===== src/rtl/i2c_ee_pkg.sv =====
package i2c_ee_pkg;
    localparam logic [3:0] DEV_TYPE_ID = 4'b1010;

    typedef enum logic [2:0] {
        PH_IDLE,
        PH_DEV,
        PH_ADDR,
        PH_WDATA,
        PH_RDATA,
        PH_WAIT
    } phase_e;
endpackage


===== src/rtl/i2c_line_sync.sv =====
module i2c_line_sync #(
    parameter int STAGES = 2
) (
    input  logic clk,
    input  logic rst_n,
    input  logic scl_i,
    input  logic sda_i,
    output logic scl_s,
    output logic sda_s,
    output logic scl_rise,
    output logic scl_fall,
    output logic start_det,
    output logic stop_det
);
    typedef struct packed {
        logic [STAGES-1:0] scl_p;
        logic [STAGES-1:0] sda_p;
        logic              scl_l;
        logic              sda_l;
    } sync_t;

    sync_t q, d;

    always_comb begin
        d       = q;
        d.scl_p = {q.scl_p[STAGES-2:0], scl_i};
        d.sda_p = {q.sda_p[STAGES-2:0], sda_i};
        d.scl_l = q.scl_p[STAGES-1];
        d.sda_l = q.sda_p[STAGES-1];
    end

    always_ff @(posedge clk or negedge rst_n) begin
        if (!rst_n) begin
            q <= '{scl_p: '1, sda_p: '1, scl_l: 1'b1, sda_l: 1'b1};
        end else begin
            q <= d;
        end
    end

    assign scl_s     = q.scl_p[STAGES-1];
    assign sda_s     = q.sda_p[STAGES-1];
    assign scl_rise  = scl_s & ~q.scl_l;
    assign scl_fall  = ~scl_s & q.scl_l;
    assign start_det = scl_s & q.scl_l & q.sda_l & ~sda_s;
    assign stop_det  = scl_s & q.scl_l & ~q.sda_l & sda_s;
endmodule


===== src/rtl/i2c_ee_array.sv =====
module i2c_ee_array #(
    parameter int ADDR_W     = 8,
    parameter int PAGE_BYTES = 16
) (
    input  logic                    clk,
    input  logic                    rst_n,
    input  logic                    wr_en,
    input  logic [ADDR_W-$clog2(PAGE_BYTES)-1:0] wr_page,
    input  logic [PAGE_BYTES-1:0]   wr_mask,
    input  logic [PAGE_BYTES*8-1:0] wr_data,
    input  logic [ADDR_W-1:0]       rd_addr,
    output logic [7:0]              rd_data
);
    localparam int DEPTH  = 1 << ADDR_W;
    localparam int PAGE_W = $clog2(PAGE_BYTES);
    localparam int PG_W   = ADDR_W - PAGE_W;

    logic [DEPTH*8-1:0] mem_flat;

    for (genvar g = 0; g < DEPTH; g++) begin : g_byte
        localparam int SLOT = g % PAGE_BYTES;
        localparam int PG   = g / PAGE_BYTES;
        logic [7:0] byte_d, byte_q;

        always_comb begin
            byte_d = byte_q;
            if (wr_en && (wr_page == PG_W'(PG)) && wr_mask[SLOT]) begin
                byte_d = wr_data[SLOT*8 +: 8];
            end
        end

        always_ff @(posedge clk or negedge rst_n) begin
            if (!rst_n) begin
                byte_q <= 8'hFF;
            end else begin
                byte_q <= byte_d;
            end
        end

        assign mem_flat[g*8 +: 8] = byte_q;
    end

    assign rd_data = mem_flat[{rd_addr, 3'b000} +: 8];
endmodule


===== src/rtl/i2c_ee_ctrl.sv =====
module i2c_ee_ctrl
    import i2c_ee_pkg::*;
#(
    parameter int ADDR_W      = 8,
    parameter int PAGE_BYTES  = 16,
    parameter int BUSY_CYCLES = 1000
) (
    input  logic                    clk,
    input  logic                    rst_n,
    input  logic                    sda_s,
    input  logic                    scl_rise,
    input  logic                    scl_fall,
    input  logic                    start_det,
    input  logic                    stop_det,
    input  logic [2:0]              dev_sel_i,
    input  logic                    wp_i,
    input  logic                    supply_low_i,
    input  logic [7:0]              rd_data,
    output logic                    sda_oe_o,
    output logic                    wr_en,
    output logic [ADDR_W-$clog2(PAGE_BYTES)-1:0] wr_page,
    output logic [PAGE_BYTES-1:0]   wr_mask,
    output logic [PAGE_BYTES*8-1:0] wr_data,
    output logic [ADDR_W-1:0]       rd_addr,
    output phase_e                  phase_o,
    output logic [$clog2(BUSY_CYCLES+1)-1:0] busy_o
);
    localparam int PAGE_W = $clog2(PAGE_BYTES);
    localparam int BUSY_W = $clog2(BUSY_CYCLES+1);

    typedef struct packed {
        phase_e                  phase;
        logic [3:0]              bitn;
        logic [7:0]              sh;
        logic                    ackslot;
        logic                    rw;
        logic                    nack;
        logic                    oe;
        logic [ADDR_W-1:0]       ptr;
        logic [PAGE_BYTES-1:0]   mask;
        logic [PAGE_BYTES*8-1:0] pbuf;
        logic [BUSY_W-1:0]       busy;
        logic                    commit;
    } ctrl_t;

    ctrl_t q, d;
    logic [PAGE_W-1:0] slot;
    logic              dev_hit;

    assign slot    = q.ptr[PAGE_W-1:0];
    assign dev_hit = (q.sh[7:4] == DEV_TYPE_ID) && (q.sh[3:1] == dev_sel_i)
                     && (q.busy == '0);

    always_comb begin
        d        = q;
        d.commit = 1'b0;
        if (q.busy != '0) begin
            d.busy = q.busy - 1'b1;
        end

        if (stop_det) begin
            if (q.phase == PH_WDATA && (|q.mask) && !wp_i && !supply_low_i) begin
                d.commit = 1'b1;
                d.busy   = BUSY_W'(BUSY_CYCLES);
            end
            d.phase   = PH_IDLE;
            d.oe      = 1'b0;
            d.ackslot = 1'b0;
        end else if (start_det) begin
            d.phase   = PH_DEV;
            d.bitn    = '0;
            d.ackslot = 1'b0;
            d.oe      = 1'b0;
            d.mask    = '0;
        end else if (scl_rise) begin
            if (q.phase == PH_DEV || q.phase == PH_ADDR || q.phase == PH_WDATA) begin
                if (!q.ackslot && q.bitn < 4'd8) begin
                    d.sh   = {q.sh[6:0], sda_s};
                    d.bitn = q.bitn + 4'd1;
                end
            end else if (q.phase == PH_RDATA && q.ackslot) begin
                d.nack = sda_s;
            end
        end else if (scl_fall) begin
            case (q.phase)
                PH_DEV, PH_ADDR, PH_WDATA: begin
                    if (!q.ackslot && q.bitn == 4'd8) begin
                        d.bitn    = '0;
                        d.ackslot = 1'b1;
                        d.oe      = 1'b1;
                        if (q.phase == PH_DEV) begin
                            if (dev_hit) begin
                                d.rw = q.sh[0];
                            end else begin
                                d.phase   = PH_WAIT;
                                d.ackslot = 1'b0;
                                d.oe      = 1'b0;
                            end
                        end else if (q.phase == PH_ADDR) begin
                            d.ptr = q.sh[ADDR_W-1:0];
                        end else begin
                            d.pbuf[{slot, 3'b000} +: 8] = q.sh;
                            d.mask[slot]                = 1'b1;
                            d.ptr = {q.ptr[ADDR_W-1:PAGE_W], PAGE_W'(slot + 1'b1)};
                        end
                    end else if (q.ackslot) begin
                        d.ackslot = 1'b0;
                        d.oe      = 1'b0;
                        d.bitn    = '0;
                        if (q.phase == PH_DEV) begin
                            if (q.rw) begin
                                d.phase = PH_RDATA;
                                d.sh    = rd_data;
                                d.oe    = ~rd_data[7];
                                d.bitn  = 4'd1;
                                d.ptr   = q.ptr + 1'b1;
                            end else begin
                                d.phase = PH_ADDR;
                            end
                        end else if (q.phase == PH_ADDR) begin
                            d.phase = PH_WDATA;
                        end
                    end
                end
                PH_RDATA: begin
                    if (q.ackslot) begin
                        d.ackslot = 1'b0;
                        if (q.nack) begin
                            d.phase = PH_WAIT;
                            d.oe    = 1'b0;
                        end else begin
                            d.sh   = rd_data;
                            d.oe   = ~rd_data[7];
                            d.bitn = 4'd1;
                            d.ptr  = q.ptr + 1'b1;
                        end
                    end else if (q.bitn < 4'd8) begin
                        d.oe   = ~q.sh[6];
                        d.sh   = {q.sh[6:0], 1'b0};
                        d.bitn = q.bitn + 4'd1;
                    end else begin
                        d.oe      = 1'b0;
                        d.ackslot = 1'b1;
                    end
                end
                default: ;
            endcase
        end
    end

    always_ff @(posedge clk or negedge rst_n) begin
        if (!rst_n) begin
            q <= '{phase: PH_IDLE, default: '0};
        end else begin
            q <= d;
        end
    end

    assign sda_oe_o = q.oe;
    assign wr_en    = q.commit;
    assign wr_page  = q.ptr[ADDR_W-1:PAGE_W];
    assign wr_mask  = q.mask;
    assign wr_data  = q.pbuf;
    assign rd_addr  = q.ptr;
    assign phase_o  = q.phase;
    assign busy_o   = q.busy;
endmodule


===== src/rtl/i2c_eeprom.sv =====
module i2c_eeprom
    import i2c_ee_pkg::*;
#(
    parameter int ADDR_W      = 8,
    parameter int PAGE_BYTES  = 16,
    parameter int BUSY_CYCLES = 1000,
    parameter int SYNC_STAGES = 2
) (
    input  logic       clk,
    input  logic       rst_n,
    input  logic       scl_i,
    input  logic       sda_i,
    output logic       sda_oe_o,
    input  logic       wp_i,
    input  logic       supply_low_i,
    input  logic [2:0] dev_sel_i
);
    localparam int PAGE_W = $clog2(PAGE_BYTES);
    localparam int PG_W   = ADDR_W - PAGE_W;
    localparam int BUSY_W = $clog2(BUSY_CYCLES+1);

    logic                    scl_s, sda_s, scl_rise, scl_fall, start_det, stop_det;
    logic                    wr_en;
    logic [PG_W-1:0]         wr_page;
    logic [PAGE_BYTES-1:0]   wr_mask;
    logic [PAGE_BYTES*8-1:0] wr_data;
    logic [ADDR_W-1:0]       rd_addr;
    logic [7:0]              rd_data;
    phase_e                  phase;
    logic [BUSY_W-1:0]       busy;

    i2c_line_sync #(.STAGES(SYNC_STAGES)) u_sync (
        .clk       (clk),
        .rst_n     (rst_n),
        .scl_i     (scl_i),
        .sda_i     (sda_i),
        .scl_s     (scl_s),
        .sda_s     (sda_s),
        .scl_rise  (scl_rise),
        .scl_fall  (scl_fall),
        .start_det (start_det),
        .stop_det  (stop_det)
    );

    i2c_ee_ctrl #(
        .ADDR_W      (ADDR_W),
        .PAGE_BYTES  (PAGE_BYTES),
        .BUSY_CYCLES (BUSY_CYCLES)
    ) u_ctrl (
        .clk          (clk),
        .rst_n        (rst_n),
        .sda_s        (sda_s),
        .scl_rise     (scl_rise),
        .scl_fall     (scl_fall),
        .start_det    (start_det),
        .stop_det     (stop_det),
        .dev_sel_i    (dev_sel_i),
        .wp_i         (wp_i),
        .supply_low_i (supply_low_i),
        .rd_data      (rd_data),
        .sda_oe_o     (sda_oe_o),
        .wr_en        (wr_en),
        .wr_page      (wr_page),
        .wr_mask      (wr_mask),
        .wr_data      (wr_data),
        .rd_addr      (rd_addr),
        .phase_o      (phase),
        .busy_o       (busy)
    );

    i2c_ee_array #(
        .ADDR_W     (ADDR_W),
        .PAGE_BYTES (PAGE_BYTES)
    ) u_array (
        .clk     (clk),
        .rst_n   (rst_n),
        .wr_en   (wr_en),
        .wr_page (wr_page),
        .wr_mask (wr_mask),
        .wr_data (wr_data),
        .rd_addr (rd_addr),
        .rd_data (rd_data)
    );
endmodule


===== config.mk =====
export PLATFORM = sky130hd
export DESIGN_NAME = i2c_eeprom
export DESIGN_NICKNAME = d
export VERILOG_FILES = /design/src/rtl/i2c_ee_pkg.sv /design/src/rtl/i2c_line_sync.sv /design/src/rtl/i2c_ee_array.sv /design/src/rtl/i2c_ee_ctrl.sv /design/src/rtl/i2c_eeprom.sv
export SDC_FILE = /design/constraint.sdc
export NUM_CORES = 2
export LEC_CHECK = 0
export BUFFER_PORTS_ARGS = -buffer_cell sky130_fd_sc_hd__buf_2
export CORE_MARGIN = 2
export CORE_UTILIZATION = 45
export DETAILED_ROUTE_END_ITERATION = 8
export GPL_TIMING_DRIVEN = 0
export HOLD_SLACK_MARGIN = 0.06
export SYNTH_ARGS = -nofsm -noshare
export SYNTH_HDL_FRONTEND = slang
export SYNTH_HIERARCHICAL = 1
export SYNTH_SLANG_ARGS = --single-unit

===== constraint.sdc =====
create_clock -name clk -period 2.97 [get_ports clk]
set_clock_uncertainty 0.15 [all_clocks]
set_input_delay 0.1485 -clock clk [delete_from_list [all_inputs] [get_ports clk]]
set_output_delay 0.1485 -clock clk [all_outputs]
set_load 0.05 [all_outputs]

==> results.ini <==
[finish]
fill_cells = 19200
utilization_pct = 52.9
finalNetCount = 7239
seqCellArea_mm2 = 0.0585
drive_gt1_share_pct = 81.0
areaGrowthSynthToFinish_pct = 17.2
multi_input_area_mm2 = 0.0451

[timing]
max_freq_mhz = 248
tightest_slew_ps = 1570
fin_crit_sh_pct = 136
layout_setup_ws_ps = -1060
report.final.slew_viol_count = 33
whs_ps = -633
period_minus_slack_ps = 4030
hold_viol = 164
maxSlewHeadroom_pct = -4.81
setup_viol = 226
rsz0062_at_grt = yes

[clock_network]
cts_tree = yes
numCtsBuffers = 235
cts.sinks = 2236
cts-root-buf = clkbuf_16
htreeDepth = 4
clockBufferDepth = 3
clk_pin_slew_ps = 60
hold_buffers = 12
clk_latency_ps = 920

[drt]
drc = 0
wl_met2_mm = 202
wl_met1_mm = 189
highest_layer = met5
wl_met3_mm = 56.2
viasPerCell = 6.70
ant_nets = 0
wl_per_cell_um = 46.0
num_vias = 70400
drt_iter0_markers = 9179
drtPass1Iterations = 6
routed_wl_mm = 483

[worst_setup_path]
worstPathRequired_ps = 3620
crit_chain = buf_6 > nor2b_1 > buf_2 > clkbuf_2 > a22oi_2 > a21oi_4 > nor4_4 > nor4_4 > nor2_1 > a21oi_1 > a221oi_2 > a32o_1
cp.buffers_inverters = 3
start_kind = flip-flop
crit_fanout = 10
critPathTopFamily = compound AO/OA/AOI/OAI gates
slowest_delay_ps = 590
cp.arrival_ps = 4680
crit_path_top_delay_cell = clkbuf_2
critPathMostFrequentCell = nor4_4
critical_path.endpoint_type = flip-flop
crit_type = flip-flop to flip-flop

[yosys]
synth_nets = 6813
synth_area_mm2 = 0.105
yosysWarnings = 6
avgSynthCellArea_um2 = 15.4
syn_inst = 6794

[flow_run]
maxCapViolCount = 4

[placement]
post-dp-hpwl_mm = 338
io_buffer_count = 9
gp_congestion = 1.08

[global_route]
antenna_found_initial = 64
first_global_vias = 67700
track_usage_pct = 40.3
grt_max_degree = 178
grt_pass1_wl_mm = 633
grt_overflow = 0

[outcome]
violations = hold timing, capacitance limit, slew limit, setup timing
status = complete, but fails checks

[floorplan]
coreArea_mm2 = 0.232
rows = 177
die_x_um = 486
ios = 10
initial_utilization_pct = 45.1
die_h_um = 486
die_area_mm2 = 0.237

[pwr]
leakage_nw = 49.2
power_density_mw_per_mm2 = 658
peakVddDrop_v = 0.000643

[hold_path]
hold_class = input pin to asynchronous set/reset pin

-- layout make-up --
type,count,area share [%]
timing repair buffer,205,1.77
clock buffer,358,5.71
multi-input combinational,3982,36.8
sequential,2236,47.7
inverter,15,0.0459
clock inverter,84,0.917
buffer,545,3.95
tap,3043,3.10
antenna,31,0.0632
-- cells in the final DEF, fill, tap and decap left out, types with 98 or more instances in the layout --
| master | count |
|---|---|
| nand2_2 | 98 |
| nand2_1 | 261 |
| dfrtp_1 | 178 |
| mux2i_1 | 119 |
| clkbuf_1 | 230 |
| buf_4 | 321 |
| clkbuf_16 | 238 |
| a22oi_2 | 108 |
| dfstp_2 | 2054 |
| mux4_2 | 444 |
| mux2_2 | 2146 |
-- flip-flops by register name, summed over array words and instances, names as in the netlist, named ones only --
signal	flops
u_ctrl/busy_o	10
u_sync/sda_s	1
u_sync/scl_s	1
u_array/g_byte.byte_q	2048
u_ctrl/wr_en	1
u_ctrl/wr_mask	16
u_sync/q	2
u_sync/d	2
u_ctrl/rd_addr	8
u_ctrl/sda_oe_o	1
u_ctrl/phase_o	3
u_ctrl/q	15
-- report_power, final --
part | switching, W | internal, W | leakage, nW
Combinational | 0.0123 | 0.00653 | 21.5
Clock | 0.0130 | 0.0180 | 4.02
Sequential | 0.000160 | 0.0307 | 23.7
-- per-layer routing --
metal	track usage, %	up-vias
met5	0	-
met4	24.1	10
met3	12.5	999
met2	57.0	4436
met1	54.3	38700
li1	-	26200
-- final timing paths --
path,from,endpoint,slack [ps],cells past startpoint
setup / recovery,u_ctrl/rd_addr[2],u_ctrl/sda_oe_o,-1060,12
hold / removal,rst_n,asynchronous set/reset pin,-630,2
setup reg to reg,u_ctrl/rd_addr[2],u_ctrl/sda_oe_o,-1060,12
hold reg to reg,u_sync/d[5],u_sync/scl_s,210,0
max in group asynchronous,rst_n,u_ctrl/rd_addr[0],480,5
min in group clk,u_sync/d[5],u_sync/scl_s,210,0
-- metrics by stage --
stage	instance area (um^2)	setup slack (ps)	power, W	cells	setup TNS, ps
4_1_cts	121000	-949	0.0794	10400	-28820
6_report	123000	-1060	0.0808	10500	-17060
5_1_grt	123000	-992	0.0821	10500	-8570
2_1_floorplan	105000	-26.3	0.0380	6794	-26.3
3_5_place_dp	109000	-3470	0.0460	9866	-1085150
3_3_place_gp	109000	-49940	0.0456	9846	-
-- repair_timing --
action | CTS | global route
endpoints found under the setup margin | 1966 | 800
setup buffers | 91 | 73
cloned | 0 | 1
pin swaps | 82 | 62
resized for setup | 733 | 159
endpoints found under the hold margin | 192 | 164
Power figures use the tool's default switching activity.
